==> config.mk <==
export PLATFORM = sky130hd
export DESIGN_NAME = vio_port_decoder
export DESIGN_NICKNAME = d
export VERILOG_FILES = /design/src/rtl/vio_pkg.sv /design/src/rtl/vio_addr_decode.sv /design/src/rtl/vio_idx_group.sv /design/src/rtl/vio_port_decoder.sv
export SDC_FILE = /design/constraint.sdc
export NUM_CORES = 1
export LEC_CHECK = 0
export ABC_CLOCK_PERIOD_IN_PS = 3800
export BUFFER_PORTS_ARGS = -buffer_cell sky130_fd_sc_hd__buf_2
export CORE_MARGIN = 2
export CORE_UTILIZATION = 45
export CTS_BUF_LIST = sky130_fd_sc_hd__clkbuf_4 sky130_fd_sc_hd__clkbuf_8
export DETAILED_ROUTE_END_ITERATION = 6
export PLACE_DENSITY = 0.72
export REMOVE_ABC_BUFFERS = 1
export SYNTH_ARGS = -nofsm -noshare
export SYNTH_HDL_FRONTEND = slang
export SYNTH_HIERARCHICAL = 1
export SYNTH_SLANG_ARGS = --single-unit
==> constraint.sdc <==
create_clock -name clk -period 3.8 [get_ports clk]
set_clock_uncertainty 0.2 [all_clocks]
set_input_delay 0.19 -clock clk [delete_from_list [all_inputs] [get_ports clk]]
set_output_delay 0.19 -clock clk [all_outputs]
set_load 0.02 [all_outputs]
==> src/rtl/vio_pkg.sv <==
package vio_pkg;

    // Fixed port map; offsets matter because software addresses them directly
    localparam logic [15:0] ATT_PORT    = 16'h03C0;
    localparam logic [15:0] ATT_RD_PORT = 16'h03C1;
    localparam logic [15:0] MISC_WR     = 16'h03C2;
    localparam logic [15:0] SEQ_BASE    = 16'h03C4;
    localparam logic [15:0] MISC_RD     = 16'h03CC;
    localparam logic [15:0] GFX_BASE    = 16'h03CE;
    localparam logic [15:0] CRT_BASE_HI = 16'h03D4;
    localparam logic [15:0] CRT_BASE_LO = 16'h03B4;
    localparam logic [15:0] STAT_HI     = 16'h03DA;
    localparam logic [15:0] STAT_LO     = 16'h03BA;

    localparam logic [7:0] OPEN_BUS  = 8'hFF;
    localparam logic [7:0] STAT_BYTE = 8'h00;

    // Index width needed for a group of n registers
    function automatic int idx_w(input int n);
        return (n > 1) ? $clog2(n) : 1;
    endfunction

    // One-hot-ish port hit vector produced by the address decoder
    typedef struct packed {
        logic att_i;
        logic att_d;
        logic misc_w;
        logic misc_r;
        logic seq_i;
        logic seq_d;
        logic gfx_i;
        logic gfx_d;
        logic crt_i;
        logic crt_d;
        logic stat;
    } vio_hit_t;

endpackage

==> src/rtl/vio_addr_decode.sv <==
module vio_addr_decode
    import vio_pkg::*;
(
    input  logic [15:0] addr,
    input  logic        crt_hi,
    output vio_hit_t    hit
);

    logic [15:0] crt_base;
    logic [15:0] stat_port;

    always_comb begin
        crt_base  = crt_hi ? CRT_BASE_HI : CRT_BASE_LO;
        stat_port = crt_hi ? STAT_HI : STAT_LO;

        hit        = '0;
        hit.att_i  = (addr == ATT_PORT);
        hit.att_d  = (addr == ATT_RD_PORT);
        hit.misc_w = (addr == MISC_WR);
        hit.misc_r = (addr == MISC_RD);
        hit.seq_i  = (addr == SEQ_BASE);
        hit.seq_d  = (addr == SEQ_BASE + 16'd1);
        hit.gfx_i  = (addr == GFX_BASE);
        hit.gfx_d  = (addr == GFX_BASE + 16'd1);
        hit.crt_i  = (addr == crt_base);
        hit.crt_d  = (addr == crt_base + 16'd1);
        hit.stat   = (addr == stat_port);
    end

endmodule

==> src/rtl/vio_idx_group.sv <==
module vio_idx_group
    import vio_pkg::*;
#(
    parameter int  N        = 8,
    parameter bit  LOCK_EN  = 1'b0,
    parameter int  LOCK_N   = 0,
    parameter int  LOCK_IDX = 0,
    parameter int  LOCK_BIT = 0,
    localparam int IW       = idx_w(N)
) (
    input  logic          clk,
    input  logic          rst_n,
    input  logic          idx_we,
    input  logic [IW-1:0] idx_val,
    input  logic          dat_we,
    input  logic [7:0]    dat_val,
    output logic [7:0]    idx_rd,
    output logic [7:0]    dat_rd
);

    typedef struct packed {
        logic [IW-1:0]     idx;
        logic [N-1:0][7:0] regs;
    } grp_st_t;

    grp_st_t       st_d;
    grp_st_t       st_q;
    logic [IW-1:0] tgt;
    logic          tgt_ok;
    logic          tgt_locked;
    logic          lock_bit;
    logic          cur_ok;

    // The lock bit lives in this group's own storage when enabled
    generate
        if (LOCK_EN && (LOCK_IDX < N)) begin : g_lock
            assign lock_bit = st_q.regs[LOCK_IDX][LOCK_BIT];
        end else begin : g_nolock
            assign lock_bit = 1'b0;
        end
    endgenerate

    always_comb begin
        st_d       = st_q;
        // A word write forwards the fresh index to the data half
        tgt        = idx_we ? idx_val : st_q.idx;
        tgt_ok     = int'(tgt) < N;
        tgt_locked = lock_bit && (int'(tgt) < LOCK_N);
        if (idx_we) begin
            st_d.idx = idx_val;
        end
        if (dat_we && tgt_ok && !tgt_locked) begin
            st_d.regs[tgt] = dat_val;
        end
    end

    always_ff @(posedge clk or negedge rst_n) begin
        if (!rst_n) begin
            st_q <= '0;
        end else begin
            st_q <= st_d;
        end
    end

    always_comb begin
        cur_ok = int'(st_q.idx) < N;
        idx_rd = 8'(st_q.idx);
        dat_rd = cur_ok ? st_q.regs[st_q.idx] : 8'h00;
    end

endmodule

==> src/rtl/vio_port_decoder.sv <==
module vio_port_decoder
    import vio_pkg::*;
#(
    parameter int SEQ_N        = 5,
    parameter int GFX_N        = 9,
    parameter int ATT_N        = 21,
    parameter int CRT_N        = 25,
    parameter int CRT_LOCK_N   = 8,
    parameter int CRT_LOCK_IDX = 17,
    parameter int CRT_LOCK_BIT = 7
) (
    input  logic        clk,
    input  logic        rst_n,
    input  logic [15:0] io_addr,
    input  logic        io_rd,
    input  logic        io_wr,
    input  logic        io_word,
    input  logic [15:0] io_wdata,
    output logic [7:0]  io_rdata
);

    localparam int SEQ_W = idx_w(SEQ_N);
    localparam int GFX_W = idx_w(GFX_N);
    localparam int ATT_W = idx_w(ATT_N);
    localparam int CRT_W = idx_w(CRT_N);

    typedef struct packed {
        logic [7:0] misc;
        logic       att_dat;
    } top_st_t;

    top_st_t    st_d;
    top_st_t    st_q;
    vio_hit_t   hit;

    // Observation points for the bound checker
    logic [7:0] misc_r;
    logic       att_dat_r;

    logic       seq_idx_we, seq_dat_we, gfx_idx_we, gfx_dat_we;
    logic       crt_idx_we, crt_dat_we, att_idx_we, att_dat_we;
    logic [7:0] seq_dat_val, gfx_dat_val, crt_dat_val;
    logic [7:0] seq_idx_rd, seq_dat_rd, gfx_idx_rd, gfx_dat_rd;
    logic [7:0] crt_idx_rd, crt_dat_rd, att_idx_rd, att_dat_rd;

    vio_addr_decode u_dec (
        .addr   (io_addr),
        .crt_hi (st_q.misc[0]),
        .hit    (hit)
    );

    // Indexed pair strobes; a word write at a number port hits both halves
    assign seq_idx_we  = io_wr && hit.seq_i;
    assign seq_dat_we  = io_wr && (hit.seq_d || (hit.seq_i && io_word));
    assign seq_dat_val = hit.seq_i ? io_wdata[15:8] : io_wdata[7:0];

    assign gfx_idx_we  = io_wr && hit.gfx_i;
    assign gfx_dat_we  = io_wr && (hit.gfx_d || (hit.gfx_i && io_word));
    assign gfx_dat_val = hit.gfx_i ? io_wdata[15:8] : io_wdata[7:0];

    assign crt_idx_we  = io_wr && hit.crt_i;
    assign crt_dat_we  = io_wr && (hit.crt_d || (hit.crt_i && io_word));
    assign crt_dat_val = hit.crt_i ? io_wdata[15:8] : io_wdata[7:0];

    assign att_idx_we  = io_wr && hit.att_i && !st_q.att_dat;
    assign att_dat_we  = io_wr && hit.att_i && st_q.att_dat;

    vio_idx_group #(.N(SEQ_N)) u_seq (
        .clk     (clk),
        .rst_n   (rst_n),
        .idx_we  (seq_idx_we),
        .idx_val (io_wdata[SEQ_W-1:0]),
        .dat_we  (seq_dat_we),
        .dat_val (seq_dat_val),
        .idx_rd  (seq_idx_rd),
        .dat_rd  (seq_dat_rd)
    );

    vio_idx_group #(.N(GFX_N)) u_gfx (
        .clk     (clk),
        .rst_n   (rst_n),
        .idx_we  (gfx_idx_we),
        .idx_val (io_wdata[GFX_W-1:0]),
        .dat_we  (gfx_dat_we),
        .dat_val (gfx_dat_val),
        .idx_rd  (gfx_idx_rd),
        .dat_rd  (gfx_dat_rd)
    );

    vio_idx_group #(
        .N        (CRT_N),
        .LOCK_EN  (1'b1),
        .LOCK_N   (CRT_LOCK_N),
        .LOCK_IDX (CRT_LOCK_IDX),
        .LOCK_BIT (CRT_LOCK_BIT)
    ) u_crt (
        .clk     (clk),
        .rst_n   (rst_n),
        .idx_we  (crt_idx_we),
        .idx_val (io_wdata[CRT_W-1:0]),
        .dat_we  (crt_dat_we),
        .dat_val (crt_dat_val),
        .idx_rd  (crt_idx_rd),
        .dat_rd  (crt_dat_rd)
    );

    vio_idx_group #(.N(ATT_N)) u_att (
        .clk     (clk),
        .rst_n   (rst_n),
        .idx_we  (att_idx_we),
        .idx_val (io_wdata[ATT_W-1:0]),
        .dat_we  (att_dat_we),
        .dat_val (io_wdata[7:0]),
        .idx_rd  (att_idx_rd),
        .dat_rd  (att_dat_rd)
    );

    always_comb begin
        st_d = st_q;
        if (io_wr && hit.misc_w) begin
            st_d.misc = io_wdata[7:0];
        end
        if (io_wr && hit.att_i) begin
            st_d.att_dat = !st_q.att_dat;
        end
        // A status read wins; strobes are exclusive on a legal bus
        if (io_rd && hit.stat) begin
            st_d.att_dat = 1'b0;
        end
    end

    always_ff @(posedge clk or negedge rst_n) begin
        if (!rst_n) begin
            st_q <= '0;
        end else begin
            st_q <= st_d;
        end
    end

    always_comb begin
        if (hit.att_i)       io_rdata = att_idx_rd;
        else if (hit.att_d)  io_rdata = att_dat_rd;
        else if (hit.misc_r) io_rdata = st_q.misc;
        else if (hit.seq_i)  io_rdata = seq_idx_rd;
        else if (hit.seq_d)  io_rdata = seq_dat_rd;
        else if (hit.gfx_i)  io_rdata = gfx_idx_rd;
        else if (hit.gfx_d)  io_rdata = gfx_dat_rd;
        else if (hit.crt_i)  io_rdata = crt_idx_rd;
        else if (hit.crt_d)  io_rdata = crt_dat_rd;
        else if (hit.stat)   io_rdata = STAT_BYTE;
        else                 io_rdata = OPEN_BUS;
    end

    assign misc_r    = st_q.misc;
    assign att_dat_r = st_q.att_dat;

endmodule

==> impl_results.md, run 1 <==
- Clock buffer count from CTS: 85
- Pwr Total: about 0.011 W
- Fmax achieved: approximately 0.26 GHz
- Post-synth EDFFs: 0
- # fillers: approximately 4.6k
- Mapped cell area: roughly 0.026 mm²
- CP Launch Type: flop
- Crit Path Max Fanout: 6
- H-tree Lvls: 3
- Seq/Total Area, Yosys: 0.494
- Cell area after layout: 0.0296 mm²
- Cell variety after synth: 89
- Vias: ~16k
- IO Pins: between 40 and 50
- Clk slew on worst S/H paths: 0.06 ns
- Routed WL per cell: roughly 23 µm
- CP Class: reg2out
- Core Area: approximately 0.056 mm²
- Vias per cell: between 5 and 6
- Avg Cell Area, Syn: 13.7 µm²
- CP Data Required Time: roughly 3.4 ns
- Async set-reset flop share out of synthesis: 1.00
- Starting density of the core: 0.455
- Worst-case clock buffer depth: 3
- Final Critical Period: between 3 and 4 ns
- R2R Setup Slk: 0.20 ns
- DR iter-0 viols: 1143
- Final net count: between 2k and 2.5k
- Area after DPL: ~0.027 mm²
- Status: finished, final reports clean
- Synthesized instance count: between 1.5k and 2k
- Synth warn: 6
- Max-slew headroom: 0.367
- Place WS: between 0.05 and 0.06 ns
- Area of the multi-input gates: 0.0125 mm²
- CTS tree: done
- Gr ovfl total: 0
- Clock Tree Root: clkbuf_8
- FF-to-FF path depth: 9
- Die Y: 243 µm
- Post-synth top flop: dfrtp_1
- Crit path DAT: approximately 3.4 ns
- Die width: approximately 240 µm
- Vias in the first global route: ~18k
- Setup ws final: 0.0136 ns
- Worst reg2reg path endpoint: u_crt/st_q[91]$_DFFE_PN0P_
- Buffers added on ports: between 40 and 50
- Pin count of the biggest net entering global routing: 110
- Wire length of the first global-routing pass: about 100000 µm
- #FFs+latches synth: between 500 and 600
- Clock insertion delay at the later pin of the skew report: slightly above 0.7 ns
- LEAKAGE: roughly 14 nW
- Slew @ Worst Pin: ~0.95 ns
- Fin crit share: 0.996
- Site row count: 87
- Final Max Tran Viols: 0
- Detailed-route DRC error count: 0
- Initial DRT Pass Iterations: 5
- Final ANT Viol Nets: 0
- Clock sinks: between 500 and 600
- Max-Cap Viols: 0
- Final hold vios: 0
- Layout overhead on the synthesized area: 15.7%
- Global-route usage over all layers: 0.220
- Gpl congestion: ~0.90
- Setup crit end kind: output port
- # setup viols final: 0
- Worst hold-check path type: in2reg
- Sequential Area: around 0.013 mm²
- Share of cells above drive strength 1: 0.524
- Antenna diodes: 0
- WHS Path Cells: 8
- Worst R2R Start: misc_r[0]$_DFFE_PN0P_
- RSZ-0062 raised after global routing: true
- Initial antenna violation count: 5
- Die area: around 0.06 mm²
- Hold Crit Start: io_addr[1]
- DPL Wire Length: ~42000 µm
- Total Routed Length: between 60000 and 70000 µm
- P per Cell Area: between 300 and 400 mW/mm²
- VDD IR-drop max: ~0.00034 V
- Worst hold endpoint: u_att/idx_rd[0]$_DFF_PN0_
==> layout make-up <==
cell class	count	area share
clock buffer	138	0.0580
clock inverter	18	0.00620
inverter	31	0.00393
multi-input combinational	1195	0.422
sequential	506	0.428
tap	756	0.0319
timing repair buffer	169	0.0496
==> kinds of logic after synthesis <==
family,Yosys count,share of synthesized area
AO/OA/AOI/OAI,232,0.0681
XOR/XNOR,1,0.000342
buffers and inverters,179,0.0374
flip-flops,506,0.494
multiplexers,681,0.325
other,4,0.000586
AND/OR/NAND/NOR,266,0.0741
==> layer usage <==
layer	up-vias	global-route usage	wire length [µm]
met5	-	0	49
met4	8	0.103	2660
met3	170	0.0464	3430
met2	469	0.356	31200
met1	8655	0.283	27400
li1	7180	-	-
==> repair_timing <==
item	CTS	global route
gates cloned	1	2
hold buffers	22	0
gates resized for setup	84	29
endpoints found under the setup margin	8	17
setup buffers	18	13
pin swaps	33	30
hold endpoints to repair	359	0
==> state kept, by name, summed over array words and instances (netlist names) <==
signal          flops
misc_r              8
u_seq/st_q         40
u_crt/st_q        199
u_gfx/idx_rd        4
u_crt/lock_bit      1
u_att/idx_rd        5
u_seq/idx_rd        3
u_gfx/st_q         72
u_att/st_q        168
att_dat_r           1
u_crt/idx_rd        5
==> worst max-delay path by stage <==
stage,end,start,cells past startpoint
floorplan,io_rdata[0],u_crt/idx_rd[1]$_DFF_PN0_,8
global placement,io_rdata[4],u_crt/idx_rd[1]$_DFF_PN0_,10
detailed placement,io_rdata[4],u_crt/idx_rd[1]$_DFF_PN0_,10
CTS,io_rdata[0],u_crt/idx_rd[1]$_DFF_PN0_,10
global route,io_rdata[4],u_crt/idx_rd[1]$_DFF_PN0_,10
finish,io_rdata[5],u_crt/idx_rd[0]$_DFF_PN0_,10
==> through the flow <==
| stage | hold WS [ns] | setup TNS, ns | cells | util |
|---|---|---|---|---|
| 2_1_floorplan | -0.306 | -100.07 | 1732 | - |
| 3_3_place_gp | 0.166 | 0 | 2603 | 0.474 |
| 3_5_place_dp | 0.170 | 0 | 2603 | 0.474 |
| 4_1_cts | 0.00988 | -0.00813 | 2800 | 0.522 |
| 5_1_grt | 0.0669 | -0.614 | 2813 | 0.527 |
| 6_report | 0.0713 | 0 | 2813 | 0.527 |
==> synthesized netlist by cell type, types with 12 or more instances <==
library cell,number,area (µm²)
a21oi_1,43,215
a221oi_1,17,149
a22oi_1,38,285
buf_1,13,48.8
buf_2,34,170
buf_4,36,270
buf_6,13,146
clkbuf_1,51,191
dfrtp_1,506,12700
inv_1,31,116
mux2_2,516,5810
mux2_4,14,210
mux2i_1,76,761
mux4_2,61,1370
nand2_1,51,191
nor2_1,51,191
nor2_2,12,75.1
nor2_4,16,180
nor2b_1,22,138
o21ai_0,28,140
o22ai_1,20,125
==> cells in the final DEF (no fill, tap or decap), types with 8 or more instances in the layout <==
master,n
mux2_2,516
dfrtp_1,498
clkbuf_8,109
buf_4,84
mux2i_1,73
mux4_2,61
nand2_1,50
nor2_1,47
a21oi_1,38
buf_2,37
inv_1,31
clkbuf_4,29
o21ai_0,28
a22oi_1,26
dlygate4sd3_1,22
nor2b_1,20
nor2_2,16
nor2_4,16
conb_1,15
mux2_4,14
o22ai_1,14
a22oi_2,12
mux2_1,11
buf_12,11
a221oi_1,11
nor4_4,10
nand2b_1,9
clkinv_2,8
buf_6,8
nor3b_1,8
==> power breakdown <==
| part | internal (W) | switching (W) |
|---|---|---|
| clock network | 0.00303 | 0.00230 |
| registers | 0.00539 | 0.000000408 |
| logic | 0.0000706 | 0.000263 |
==> critical path, cell delays in order, from the launching register on <==
cell       delay [ns]
dfrtp_4          0.50
buf_12           0.16
buf_12           0.14
mux4_2           0.46
a22oi_2          0.28
o2111ai_2        0.20
a21oi_2          0.19
o221ai_2         0.13
a221oi_2         0.30
o31ai_2          0.13
buf_2            0.18
(Power assumes the default switching activity.)
==> run 2, diff against run 1 <==
--- a/config.mk
+++ b/config.mk
@@ -9,7 +9,6 @@
 export BUFFER_PORTS_ARGS = -buffer_cell sky130_fd_sc_hd__buf_2
 export CORE_MARGIN = 2
 export CORE_UTILIZATION = 45
-export CTS_BUF_LIST = sky130_fd_sc_hd__clkbuf_4 sky130_fd_sc_hd__clkbuf_8
 export DETAILED_ROUTE_END_ITERATION = 6
 export PLACE_DENSITY = 0.72
 export REMOVE_ABC_BUFFERS = 1
==> run 2 against run 1 <==
  * Power grew 0.31%
  * Via count is 2.0% lower
  * Sequential share of layout area rose by 0.51 points
  * Combinational power is 2% lower
  * Clock power rose by 0.9%
  * Core utilization shrank 0.62 points
  * Fmax up 0.98%
  * Cell count is 2.8% lower
  * Design area shrank 1.2%
  * Wire length down 0.70%
  * Critical path type unchanged
  * Largest power group unchanged
  * Highest routed layer unchanged
==> impl_results.md, run 2 (synthesis gave the netlist of run 1 again) <==
- Status: finished, final reports clean
- Worst hold-check path type: in2reg
- Setup tns final: 0 ns (unchanged)
- Final Max Tran Viols: 0 (unchanged)
- Clk slew on worst S/H paths: 0.06 ns (about the same)
- Final cell count without fillers: 2733 (-2.8%)
- Gr ovfl total: 0 (unchanged)
- CP Class: reg2out
- Buffers added on ports: 44 (unchanged)
- Gpl congestion: 0.903 (unchanged)
- Wire length of the first global-routing pass: 100000 µm (-1.3%)
- Pin count of the biggest net entering global routing: 117 (+6.4%)
- Clock Tree Root: clkbuf_16
- Vias: 16.1k (-2.0%)
- Combinational Power Share: 0.030 (about the same)
- LEAKAGE: 13.3 nW (-1.9%)
- Worst-case clock buffer depth: 3 (unchanged)
- Die area: 0.0588 mm² (unchanged)
- Die Y: 243 µm (unchanged)
- Clock buffer count from CTS: 52 (-39%)
- Final ANT Viol Nets: 0 (unchanged)
- Cell area after layout: 0.0293 mm² (-1.2%)
- CP Launch Type: flop
- DPL Wire Length: 42300 µm (unchanged)
- Detailed-route DRC error count: 0 (unchanged)
- Fmax achieved: 0.267 GHz (+0.98%)
- CP Data Required Time: 3.41 ns (about the same)
- Max-slew headroom: 0.329 (-0.0384)
- Setup crit end kind: output port
- # setup viols final: 0 (unchanged)
- Most common cell after layout, fill and taps aside: mux2_2
- Max-Cap Viols: 0 (unchanged)
- Area after DPL: 0.0267 mm² (unchanged)
- Site row count: 87 (unchanged)
- DR iter-0 viols: 1004 (-12%)
- Crit path DAT: 3.36 ns (-0.04 ns)
- Most frequent cells in the layout: mux2_2 (516), dfrtp_1 (498), buf_4 (79), mux2i_1 (74), mux4_2 (61)
- Cell-internal power: 0.00863 W (+1.7%)
- Clk pwr share: 0.484 (+0.002)
- Final hold vios: 0 (unchanged)
- Initial antenna violation count: 7 (+2)
- Vias in the first global route: 17.1k (-2.3%)
- Clock insertion delay at the later pin of the skew report: 0.62 ns (-0.09 ns)
- Total Routed Length: 64300 µm (-0.70%)
- Die width: 243 µm (unchanged)
- Reg with most FFs: u_crt/st_q
- Clock sinks: 506 (unchanged)
- IO Pins: 45 (unchanged)
- Share of cells above drive strength 1: 0.498 (-0.0256)
- Core Area: 0.0563 mm² (unchanged)
- Register share of total power: 0.486 (-0.002)
- Initial DRT Pass Iterations: 5 (unchanged)
- Final net count: 1973 (-2.6%)
- P per Cell Area: 378 mW/mm² (+1.5%)
- Slew @ Worst Pin: 1.01 ns (+0.0576 ns)
- Starting density of the core: 0.455 (unchanged)
- Final core occ: 0.521 (-0.00620)
- Routed WL per cell: 23.5 µm (+2.2%)
- Crit Path Max Fanout: 10 (+4)
- Placed cell count: 2603 (unchanged)
- Hold slack: 0.0537 ns (-0.0175 ns)
- Max FFs per register: 199 (unchanged)
- Global-route usage over all layers: 0.216 (-0.00323)
- Final Critical Period: 3.75 ns (-0.0367 ns)
- H-tree Lvls: 2 (-1)
- Layout overhead on the synthesized area: 14.4%
- Fin crit share: 0.987 (-0.00966)
- Switching power share of the total: 0.222 (-0.0103)
- CTS tree: done
- VDD IR-drop max: 0.000407 V (+19%)
- Sw Pwr: 0.00245 W (-4.1%)
- Top flop regs: u_crt/st_q (199), u_att/st_q (168), u_gfx/st_q (72)
- RSZ-0062 raised after global routing: true
- Vias per cell: 5.91 (+0.84%)
==> run 2: changes by cell type in the layout (fill, tap and decap cells not counted), sizes merged <==
cell	before	now
inv	38	33
diode	0	1
buf	145	135
bufinv	2	6
clkinv	8	9
clkbuf	140	77
dlygate4sd3	22	14
==> run 2: metal layers <==
metal | wire length [µm] | up-vias | track usage
li1 | - | 7035 | -
met1 | 26800 | 8545 | 0.280
met2 | 31300 | 405 | 0.354
met3 | 3510 | 150 | 0.0446
met4 | 2530 | 12 | 0.0917
met5 | 126 | - | 0.00735
==> run 2: worst paths after layout <==
| kind | depth (start not counted) | startpoint | end | slack, ns |
|---|---|---|---|---|
| max | 11 | u_crt/idx_rd[0]$_DFF_PN0_ | io_rdata[3] | 0.05 |
| min | 2 | io_wdata[6] | u_att/st_q[46]$_DFFE_PN0P_ | 0.05 |
| max reg2reg | 9 | misc_r[0]$_DFFE_PN0P_ | u_crt/st_q[92]$_DFFE_PN0P_ | 0.23 |
| min reg2reg | 1 | u_att/st_q[5]$_DFFE_PN0P_ | u_att/st_q[5]$_DFFE_PN0P_ | 0.28 |
| max in group asynchronous | 3 | rst_n | u_att/st_q[127]$_DFFE_PN0P_ | 2.27 |
| min in group asynchronous | 2 | rst_n | u_att/st_q[17]$_DFFE_PN0P_ | 0.06 |
==> run 2: layout make-up <==
class | count | area [µm²]
Clock buffer | 76 | 1510
Fill cell | 4631 | 27000
Tap cell | 756 | 946
Timing Repair Buffer | 150 | 1260
Antenna cell | 1 | 2.50
Inverter | 31 | 116
Multi-Input combinational cell | 1195 | 12500
Clock inverter | 18 | 277
Sequential cell | 506 | 12700
==> run 2: critical path, stage by stage, from the launching register on <==
cell       delay (ns)
dfrtp_4          0.55
buf_4            0.20
nor2b_2          0.16
buf_6            0.15
a22oi_2          0.23
nand3_2          0.22
o2111ai_4        0.16
a21oi_1          0.09
o221ai_1         0.27
a221oi_2         0.12
o31ai_2          0.33
buf_2            0.24
==> run 2: repair_timing <==
action / 4_1_cts / 5_1_grt
setup endpoints to repair: 8 / 13
hold endpoints to repair: 199 / 0
gates resized for setup: 34 / 71
buffers inserted: 11 / 10
pin swaps: 11 / 27
hold buffers: 14 / 0
cloned: 0 / 1
==> run 2: power groups by stage <==
stage / Clock, W / Sequential [W] / Combinational [W]
6_report: 0.00537 / 0.00539 / 0.000328
5_1_grt: 0.00571 / 0.00538 / 0.000360
4_1_cts: 0.00547 / 0.00539 / 0.000330
3_5_place_dp: 0 / 0.00549 / 0.000314
3_3_place_gp: 0 / 0.00549 / 0.000303
2_1_floorplan: 0 / 0.00549 / 0.0000548
==> run 2: stage by stage <==
| stage | power (W) | worst slack, ns |
|---|---|---|
| CTS | 0.0112 | -0.0505 |
| floorplan | 0.00554 | -0.938 |
| global route | 0.0115 | -0.0274 |
| global placement | 0.00579 | 0.0724 |
| finish | 0.0111 | 0.0503 |
| detailed placement | 0.00580 | 0.0537 |
==> run 3, diff against run 2 <==
--- a/config.mk
+++ b/config.mk
@@ -5,11 +5,12 @@
 export SDC_FILE = /design/constraint.sdc
 export NUM_CORES = 1
 export LEC_CHECK = 0
-export ABC_CLOCK_PERIOD_IN_PS = 3800
+export ABC_CLOCK_PERIOD_IN_PS = 3500
 export BUFFER_PORTS_ARGS = -buffer_cell sky130_fd_sc_hd__buf_2
 export CORE_MARGIN = 2
 export CORE_UTILIZATION = 45
 export DETAILED_ROUTE_END_ITERATION = 6
+export GPL_TIMING_DRIVEN = 1
 export PLACE_DENSITY = 0.72
 export REMOVE_ABC_BUFFERS = 1
 export SYNTH_ARGS = -nofsm -noshare
==> constraint.sdc (replaced) <==
create_clock -name clk -period 3.5 [get_ports clk]
set_clock_uncertainty 0.2 [all_clocks]
set_input_delay 0.175 -clock clk [delete_from_list [all_inputs] [get_ports clk]]
set_output_delay 0.175 -clock clk [all_outputs]
set_load 0.02 [all_outputs]
==> run 3 against run 2 <==
  * The run now ends with negative setup slack left
  * Count of clock-buffer cells in the layout increased by 8
  * Worst setup slack worse by 0.38 ns
  * Register-to-register slack worse by 0.03 ns
  * Sequential power up 8.5%
  * Critical path depth up 2
  * Largest power group unchanged
==> impl_results.md, run 3 (synthesis gave the netlist of run 1 again) <==
- Status: finished, violations left
- Failing checks: negative setup slack
- Die width: 243 µm (unchanged)
- Area after DPL: 0.0270 mm² (+1.4%)
- Final net count: 2030 (+2.9%)
- Core Area: 0.0563 mm² (unchanged)
- Die Y: 243 µm (unchanged)
- CP Class: reg2out
- Worst R2R Start: misc_r[0]$_DFFE_PN0P_
- Max-slew headroom: 0.425 (+0.0962)
- IO Pins: 45 (unchanged)
- Top flop regs: u_crt/st_q (199), u_att/st_q (168), u_gfx/st_q (72)
- Final hold vios: 0 (unchanged)
- Share of cells above drive strength 1: 0.512 (+0.0138)
- # setup viols final: 8 (+8)
- Die area: 0.0588 mm² (unchanged)
- Slew @ Worst Pin: 0.862 ns (-0.144 ns)
- Final core occ: 0.529 (+0.00858)
- Site row count: 87 (unchanged)
- Initial antenna violation count: 4 (-3)
- Routed WL per cell: 23.2 µm (-1.5%)
- H-tree Lvls: 2 (unchanged)
- Pin count of the biggest net entering global routing: 98 (-16%)
- Detailed-route DRC error count: 0 (unchanged)
- Vias per cell: 5.82 (-1.5%)
- Crit Path Max Fanout: 7 (-3)
- Pwr Total: 0.0118 W (+6.6%)
- Clk pwr share: 0.474 (-0.010)
- Clock sinks: 506 (unchanged)
- Cell-internal power: 0.00917 W (+6.3%)
- CP Launch Type: flop
- Antenna diodes: 0 (-1)
- Vias in the first global route: 17.2k (+0.80%)
- Setup crit end kind: output port
- Vias: 16.2k (+0.59%)
- Gpl congestion: 0.897 (-0.66%)
- Register share of total power: 0.495 (+0.009)
- VDD IR-drop max: 0.000345 V (-15%)
- Reg with most FFs: u_crt/st_q
- Global-route usage over all layers: 0.220 (+0.00378)
- Worst reg2reg path endpoint: u_crt/st_q[135]$_DFFE_PN0P_
- # fillers: 4575 (-1.2%)
- R2R Setup Slk: 0.20 ns (-0.03 ns)
- Cell area after layout: 0.0298 mm² (+1.6%)
- Clock insertion delay at the later pin of the skew report: 0.61 ns (about the same)
- Starting density of the core: 0.455 (unchanged)
- Sw Pwr: 0.00264 W (+7.6%)
- Most frequent cells in the layout: mux2_2 (516), dfrtp_1 (499), buf_4 (124), mux2i_1 (73), mux4_2 (61)
- Hold slack: 0.0304 ns (-0.0233 ns)
- LEAKAGE: 13.6 nW (+2.1%)
- Worst-case clock buffer depth: 3 (unchanged)
- Final Critical Period: between 3 and 4 ns
- Gr ovfl total: 0 (unchanged)
- Area of the multi-input gates: 0.0125 mm² (about the same)
- Final ANT Viol Nets: 0 (unchanged)
- Placed cell count: 2646 (+1.7%)
- Max-Cap Viols: 0 (unchanged)
- P per Cell Area: 397 mW/mm² (+4.9%)
- Initial DRT Pass Iterations: 5 (unchanged)
- Buffers added on ports: 44 (unchanged)
- Fin crit share: 1.10
- Setup ws final: -0.334 ns (-0.384 ns)
- Final Max Tran Viols: 0 (unchanged)
- Final cell count without fillers: 2792 (+2.2%)
- Max FFs per register: 199 (unchanged)
- FF-to-FF path depth: 10 (+1)
- CTS tree: done
- DPL Wire Length: 43100 µm (+2.0%)
- Wire length of the first global-routing pass: 102000 µm (+1.9%)
- DR iter-0 viols: 1125 (+12%)
- Layout overhead on the synthesized area: 16.3%
- Most common cell after layout, fill and taps aside: mux2_2
- Clk slew on worst S/H paths: 0.06 ns (about the same)
- Switching power share of the total: 0.224 (+0.00207)
- Fmax achieved: ~0.26 GHz
- Total Routed Length: 64700 µm (+0.60%)
- Clock Tree Root: clkbuf_16
- Sequential Area: 0.0127 mm² (about the same)
- Clock buffer count from CTS: 54 (+3.8%)
- CP Data Required Time: 3.12 ns (-0.29 ns)
- Worst hold-check path type: in2async
- Combinational Power Share: 0.031 (about the same)
- RSZ-0062 raised after global routing: true
- Crit path DAT: 3.46 ns (+0.10 ns)
==> run 3: cell types whose count changed in the layout (fill, tap and decap cells not counted), moves of 3 or more <==
cell / before / now
buf_8: 6 / 2
buf_12: 9 / 12
o221ai_1: 5 / 2
buf_4: 79 / 124
o221ai_2: 3 / 6
nor2b_4: 0 / 3
buf_6: 4 / 7
bufinv_16: 6 / 1
clkbuf_8: 10 / 15
==> run 3: per-layer routing <==
layer  wire length [µm]  global-route usage  vias up
met5                 41                   0        -
met4               2600              0.0947        6
met3               3140              0.0365      140
met2              31500               0.362      443
met1              27300               0.289     8510
li1                   -                   -     7143
==> run 3: through the flow <==
step                setup TNS [ns]  worst slack (ns)
floorplan                  -212.37             -1.22
global placement                 0             0.104
detailed placement               0            0.0287
CTS                          -1.79            -0.260
global route                 -2.72            -0.407
finish                       -1.79            -0.334
==> run 3: final cells by class <==
type / count / area share
flip-flops and latches: 506 / 0.426
multi-input cells: 1195 / 0.420
repair buffers: 205 / 0.0598
clock buffers: 84 / 0.0542
well taps: 756 / 0.0318
clock inverters: 15 / 0.00471
inverters: 31 / 0.00391
==> run 3: power groups by stage <==
stage               clock, W  combinational [W]  sequential (W)
detailed placement         0           0.000347         0.00596
global placement           0           0.000336         0.00596
finish               0.00560           0.000362         0.00585
CTS                  0.00573           0.000364         0.00585
global route         0.00600           0.000397         0.00585
floorplan                  0          0.0000595         0.00596
==> run 3: timing repair <==
item                                   4_1_cts  5_1_grt
endpoints found under the hold margin      185        0
cloned                                       4        1
setup endpoints to repair                    8       36
pin swaps                                   25       24
resized for setup                           61       43
hold buffers                                16        0
buffers inserted                            19        8
==> run 3: how the worst max path moves through the flow <==
stage	from	depth (start not counted)	end	slack (ns)
floorplan	u_crt/idx_rd[1]$_DFF_PN0_	8	io_rdata[0]	-1.22
CTS	u_crt/idx_rd[0]$_DFF_PN0_	10	io_rdata[4]	-0.26
detailed placement	io_addr[13]	10	u_crt/st_q[89]$_DFFE_PN0P_	0.03
global route	u_crt/idx_rd[1]$_DFF_PN0_	10	io_rdata[0]	-0.41
global placement	io_addr[13]	12	u_att/st_q[91]$_DFFE_PN0P_	0.10
finish	u_crt/idx_rd[0]$_DFF_PN0_	13	io_rdata[6]	-0.33
==> run 3: critical path, cell delays in order, from the launching register on <==
cell	delay [ns]
dfrtp_4	0.58
buf_6	0.16
nand4b_1	0.21
buf_4	0.16
o22ai_1	0.08
buf_4	0.16
a31oi_1	0.17
o2111ai_1	0.21
a21oi_1	0.26
o221ai_2	0.17
a221oi_2	0.29
o31ai_2	0.10
buf_4	0.15
buf_2	0.15
